===== src/rtl/swz_pkg.sv =====
package swz_pkg;

    typedef enum logic [1:0] {
        MODE_TOPBIT  = 2'b00,
        MODE_STRICT  = 2'b01,
        MODE_RELAXED = 2'b10,
        MODE_ALIAS   = 2'b11
    } swz_mode_e;

    // Per-mode control: which selector classes force a zero, which raise the flag
    typedef struct packed {
        logic zero_top;   // selector top bit set
        logic zero_mid;   // selector above index range but top bit clear
        logic flag_mid;   // mark mid-range selectors as implementation-defined
    } swz_ctrl_t;

endpackage


===== src/rtl/swz_mode_decode.sv =====
module swz_mode_decode
    import swz_pkg::*;
(
    input  logic [1:0] mode_i,
    output swz_ctrl_t  ctrl_o
);

    always_comb begin
        ctrl_o = '{zero_top: 1'b1, zero_mid: 1'b1, flag_mid: 1'b0};
        unique case (swz_mode_e'(mode_i))
            MODE_TOPBIT: begin
                ctrl_o.zero_mid = 1'b0;
            end
            MODE_RELAXED: begin
                ctrl_o.zero_mid = 1'b0;
                ctrl_o.flag_mid = 1'b1;
            end
            MODE_STRICT, MODE_ALIAS: begin
                ctrl_o.zero_mid = 1'b1;
            end
            default: begin
                ctrl_o.zero_mid = 1'b1;
            end
        endcase
    end

endmodule


===== src/rtl/swz_lane.sv =====
module swz_lane
    import swz_pkg::*;
#(
    parameter int LANES  = 16,
    parameter int BYTE_W = 8
) (
    input  logic [LANES*BYTE_W-1:0] table_i,
    input  logic [BYTE_W-1:0]       sel_i,
    input  swz_ctrl_t               ctrl_i,
    output logic [BYTE_W-1:0]       data_o,
    output logic                    dc_o
);

    localparam int IDX_W = $clog2(LANES);
    localparam int UP_W  = BYTE_W - IDX_W;

    logic [BYTE_W-1:0] entry [LANES];

    for (genvar e = 0; e < LANES; e++) begin : g_entry
        assign entry[e] = table_i[e*BYTE_W +: BYTE_W];
    end

    logic [IDX_W-1:0] idx;
    logic [UP_W-1:0]  upper;
    logic             top_set;
    logic             mid_rng;
    logic             kill;

    always_comb begin
        idx     = sel_i[IDX_W-1:0];
        upper   = sel_i[BYTE_W-1:IDX_W];
        top_set = sel_i[BYTE_W-1];
        mid_rng = (upper != '0) && !top_set;
        kill    = (top_set && ctrl_i.zero_top) || (mid_rng && ctrl_i.zero_mid);
        data_o  = kill ? '0 : entry[idx];
        dc_o    = mid_rng && ctrl_i.flag_mid;
    end

endmodule


===== src/rtl/byte_swizzle_unit.sv =====
module byte_swizzle_unit
    import swz_pkg::*;
#(
    parameter int LANES  = 16,
    parameter int BYTE_W = 8
) (
    input  logic                    clk,
    input  logic                    rst_n,
    input  logic                    valid_in,
    input  logic [1:0]              mode_in,
    input  logic [LANES*BYTE_W-1:0] table_in,
    input  logic [LANES*BYTE_W-1:0] sel_in,
    output logic                    valid_out,
    output logic [LANES*BYTE_W-1:0] result_out,
    output logic [LANES-1:0]        dont_care_out
);

    localparam int VEC_W = LANES * BYTE_W;

    typedef struct packed {
        logic             valid;
        logic [VEC_W-1:0] result;
        logic [LANES-1:0] dc;
    } state_t;

    state_t st_d, st_q;

    swz_ctrl_t        ctrl;
    logic [VEC_W-1:0] lane_data;
    logic [LANES-1:0] lane_dc;

    swz_mode_decode u_dec (
        .mode_i (mode_in),
        .ctrl_o (ctrl)
    );

    for (genvar l = 0; l < LANES; l++) begin : g_lane
        swz_lane #(
            .LANES  (LANES),
            .BYTE_W (BYTE_W)
        ) u_lane (
            .table_i (table_in),
            .sel_i   (sel_in[l*BYTE_W +: BYTE_W]),
            .ctrl_i  (ctrl),
            .data_o  (lane_data[l*BYTE_W +: BYTE_W]),
            .dc_o    (lane_dc[l])
        );
    end

    always_comb begin
        st_d       = st_q;
        st_d.valid = valid_in;
        if (valid_in) begin
            st_d.result = lane_data;
            st_d.dc     = lane_dc;
        end
    end

    always_ff @(posedge clk) begin
        if (!rst_n) begin
            st_q <= '0;
        end else begin
            st_q <= st_d;
        end
    end

    assign valid_out     = st_q.valid;
    assign result_out    = st_q.result;
    assign dont_care_out = st_q.dc;

endmodule


===== config.mk =====
export PLATFORM = sky130hd
export DESIGN_NAME = byte_swizzle_unit
export DESIGN_NICKNAME = d
export VERILOG_FILES = /design/src/rtl/swz_pkg.sv /design/src/rtl/swz_mode_decode.sv /design/src/rtl/swz_lane.sv /design/src/rtl/byte_swizzle_unit.sv
export SDC_FILE = /design/constraint.sdc
export NUM_CORES = 1
export LEC_CHECK = 0
export BUFFER_PORTS_ARGS = -buffer_cell sky130_fd_sc_hd__buf_2
export CORE_UTILIZATION = 25
export CTS_BUF_LIST = sky130_fd_sc_hd__clkbuf_8
export DETAILED_ROUTE_END_ITERATION = 10
export PLACE_DENSITY = 0.53
export SKIP_LAST_GASP = 1
export SYNTH_ARGS = -nofsm -noshare
export SYNTH_HDL_FRONTEND = slang
export SYNTH_SLANG_ARGS = --single-unit

===== constraint.sdc =====
create_clock -name clk -period 2 [get_ports clk]
set_clock_uncertainty 0.15 [all_clocks]
set_input_delay 0.4 -clock clk [delete_from_list [all_inputs] [get_ports clk]]
set_output_delay 0.4 -clock clk [all_outputs]
set_load 0.005 [all_outputs]

==> impl_summary.txt <==
----------------------------------------------------
[Placed design]
  RD Place Congestion ... 0.934
  Hpwl dp ... 88.3 mm
  Port-buffer cells ... 405

[Drt]
  Vias ... 20,801
  TritonRoute pass-1 iters ... 6
  Routed wire length per instance ... 32.5 um
  Routed wire length ... 112 mm
  Violation count after the first detailed-route iteration ... 2,050
  Routed met2 length ... 56.1 mm
  DRC violations left ... 0
  Uppermost signal routing layer after detailed routing ... met5
  Amount of wire on met3 after detailed routing ... 9.64 mm
  Met1 WL ... 42.8 mm
  Vias per cell ... 6.02
  Antenna violation net count after detailed routing ... 0

[Run]
  Max Cap Violations ... 0

[Global routing]
  Initial antenna violation count ... 36
  Maximum number of pins on one net before global-route repair ... 56
  Vias in the first global route ... 20,499
  Wire length of the first global-routing pass ... 158 mm
  Global route total overflow ... 0
  Combined global-route utilization of all metal layers ... 22.4%

[Yosys]
  Number of library cell types mapped by synthesis ... 37
  Seq/Total Area, Yosys ... 12.1%
  Number of instances in the synthesized netlist ... 1,684
  Number of enable flip-flop cells after synthesis ... 0
  Cell type contributing the most total cell area after synthesis ... sky130_fd_sc_hd__mux4_1
  Total standard cell area after synthesis ... 24,000 um^2
  Top post-synthesis cells by area ... sky130_fd_sc_hd__mux4_1 33%, sky130_fd_sc_hd__mux2i_1 17%, sky130_fd_sc_hd__mux4_2 16%, sky130_fd_sc_hd__dfxtp_1 12%, sky130_fd_sc_hd__a22o_1 5.3%
  Main synth FF type ... sky130_fd_sc_hd__dfxtp_1
  Top cell types by occurrence after synthesis ... 400 x sky130_fd_sc_hd__mux2i_1, 304 x sky130_fd_sc_hd__mux4_1, 173 x sky130_fd_sc_hd__mux4_2
  Net count of the mapped netlist ... 1,945
  Area share of the largest cell type after synthesis ... 33.3%
  Yosys warning total ... 0
  Count leader, synth ... sky130_fd_sc_hd__mux2i_1
  Share of async-settable or async-resettable flops after synthesis ... 0%
  Average cell area after synthesis ... 14.2 um^2
  Total of flip-flops plus latches after synthesis ... 145

[STA]
  Peak clock frequency supported by timing ... 518 MHz
  Max transition margin ... 56.4%
  Final Slew Violations ... 0
  Final-report hold violation count ... 0
  Time the worst path needs with I/O delays and setup ... 1.93 ns
  Final worst path period share ... 96.5%
  Slew of the pin with the lowest slew margin ... 0.636 ns
  Unrepaired setup endpoints after global routing ... false
  # setup viols final ... 0

[Setup path]
  Total buffers and inverters traversed by the critical path ... 1
  List of cells traversed by the critical path ... buf_2
  Register-to-register path setup slack ... 1.02 ns
  Family of cells with the greatest summed delay on the critical path ... flip-flops
  CP startpoint kind ... flop
  Cell with the largest stage delay on the worst path ... sky130_fd_sc_hd__dfxtp_1
  Endpoint required time on the critical path ... 1.45 ns
  Top fanout value on the critical path ... 2
  Critical path arrival ... 1.38 ns
  WS Path Type ... flop to output port
  Slowest cell delay on critical path ... 0.58 ns
  Kind of capture point of the worst setup path ... output port
  FF-to-FF End ... result_out[123]$_SDFFE_PN0P_
  Register-to-Register Path Depth ... 1
  Worst flop-to-flop path startpoint ... result_out[123]$_SDFFE_PN0P_

[Finish]
  Number of nets in the final layout ... 2,433
  Post-Route Utilization ... 30.9%
  Proportion of layout cells with a drive suffix above 1 ... 45.6%
  Area growth, synth to finish ... 22.2%
  Fillers ... 9,568

[Min path]
  Hold path start ... sel_in[95]
  Worst-case hold path end point ... dont_care_out[11]$_SDFFE_PN0P_
  Number of stages on the worst hold path ... 4
  Worst hold path class ... primary input to flop

[Pwr]
  Cell leakage power ... 13.0 nW
  Worst vdd rail ir drop ... 0.366 mV
  Pwr Total ... 0.0121 W
  Power density relative to cell area ... 413 nW/um^2

[Clock network]
  Maximum count of clock buffers along a single path ... 2
  CTS tree ... built
  Buffers inserted by post-CTS timing repair ... 0
  CTS resizes ... 0
  Total clock buffers created by CTS ... 17
  Clock-pin slew on the worst setup and hold paths ... 0.11 ns
  Level count of the clock H-tree ... 4
  Insertion delay of the later-clocked pin in the worst-skew pair ... 0.58 ns
  Clock tree root driver cell ... sky130_fd_sc_hd__clkbuf_8
  Total number of clock tree sinks ... 145

[Die]
  Std-Cell Core Area ... 95,000 um^2
  I/O pin cnt ... 406
  Row count ... 113
  Initial core utilization ... 25.2%
  Die area ... 97,200 um^2
  Height of the chip ... 312 um
  X dimension of the die ... 312 um

[Outcome]
  Status ... finished clean

----------------------------------------------------
==> cells in the final DEF, fill, tap and decap left out, types with 2 or more instances in the layout <==
cell type and n:
sky130_fd_sc_hd__mux4_1 304, sky130_fd_sc_hd__and2_1 7, sky130_fd_sc_hd__mux2i_1 400, sky130_fd_sc_hd__mux4_2 173
sky130_fd_sc_hd__dlygate4sd3_1 5, sky130_fd_sc_hd__and2b_1 3, sky130_fd_sc_hd__a22oi_1 4, sky130_fd_sc_hd__nor2b_1 26
sky130_fd_sc_hd__a2bb2oi_1 32, sky130_fd_sc_hd__nor2_1 21, sky130_fd_sc_hd__or3_1 11, sky130_fd_sc_hd__bufinv_16 5
sky130_fd_sc_hd__diode_2 9, sky130_fd_sc_hd__nand2b_1 6, sky130_fd_sc_hd__a22o_1 145, sky130_fd_sc_hd__inv_1 24
sky130_fd_sc_hd__dfxtp_1 145, sky130_fd_sc_hd__clkinv_4 3, sky130_fd_sc_hd__mux4_4 3, sky130_fd_sc_hd__inv_6 2
sky130_fd_sc_hd__clkbuf_8 18, sky130_fd_sc_hd__nor3_1 10, sky130_fd_sc_hd__buf_2 405, sky130_fd_sc_hd__a21oi_1 21
sky130_fd_sc_hd__a211oi_4 3, sky130_fd_sc_hd__nor3_2 5, sky130_fd_sc_hd__a21boi_0 16, sky130_fd_sc_hd__buf_12 72
sky130_fd_sc_hd__buf_4 294, sky130_fd_sc_hd__a211oi_2 8, sky130_fd_sc_hd__o22ai_1 6
==> routing by layer <==
metal	global-route usage, %	vias up
met2	39.0	1289
met1	26.8	10899
met5	0	-
met3	5.55	219
li1	-	8370
met4	7.65	24
==> worst max-delay path by stage <==
stage,startpoint,end,slack (ns),cells after the start
2_1_floorplan,sel_in[89],result_out[95]$_SDFFE_PN0P_,0.15,6
5_1_grt,result_out[124]$_SDFFE_PN0P_,result_out[124],0.05,1
3_3_place_gp,sel_in[17],result_out[17]$_SDFFE_PN0P_,-0.28,6
4_1_cts,result_out[124]$_SDFFE_PN0P_,result_out[124],0.07,1
6_report,result_out[123]$_SDFFE_PN0P_,result_out[123],0.07,1
3_5_place_dp,sel_in[17],result_out[17]$_SDFFE_PN0P_,-0.27,6
==> state kept, by name, summed over array words and instances (netlist names) <==
signal	cells
dont_care_out	16
result_out	128
valid_out	1
==> final cells by class <==
cell class / instances / area, um^2 / share of cell area, %
clock inverter: 13 / 210 / 0.717
sequential: 145 / 2900 / 9.90
inverter: 24 / 90.1 / 0.307
antenna: 9 / 22.5 / 0.0768
timing repair buffer: 776 / 5730 / 19.5
multi-input combinational: 1208 / 18500 / 63.2
clock buffer: 18 / 248 / 0.845
tap: 1265 / 1580 / 5.40
==> kinds of logic (layout without fill, tap and decap cells) <==
| kind of cell | count (synthesis) | after routing | synth area share, % |
|---|---|---|---|
| compound gates | 235 | 235 | 8.35 |
| buf+inv | 331 | 831 | 10.7 |
| flops | 145 | 145 | 12.1 |
| mux | 880 | 880 | 66.6 |
| other cells | 0 | 9 | 0 |
| simple gates | 93 | 93 | 2.32 |
==> repair_timing <==
action,4_1_cts,5_1_grt
hold endpoints to repair,5,0
endpoints found under the setup margin,0,0
hold buffers,5,0
==> power by group <==
part,internal [W],leakage [nW],total [W],switching [W]
registers,0.00299,1.18,0.00309,0.0000984
logic,0.00306,11.6,0.00603,0.00297
clock network,0.00152,0.231,0.00299,0.00147
total,0.00757,13.0,0.0121,0.00454
==> through the flow <==
stage / TNS, ns / worst slack, ns / cells / hold WS, ns / cell area [um^2]
after floorplan: 0 / 0.152 / 1684 / 0.324 / 24000
after global placement: -12.77 / -0.278 / 3413 / 0.314 / 28800
after detailed placement: -14.57 / -0.269 / 3413 / 0.310 / 28800
after CTS: 0 / 0.0670 / 3449 / 0.0000295 / 29300
after global routing: 0 / 0.0492 / 3452 / 0.0315 / 29300
final: 0 / 0.0703 / 3458 / 0.0494 / 29300
No activity file was read; power rests on OpenSTA's default activity.
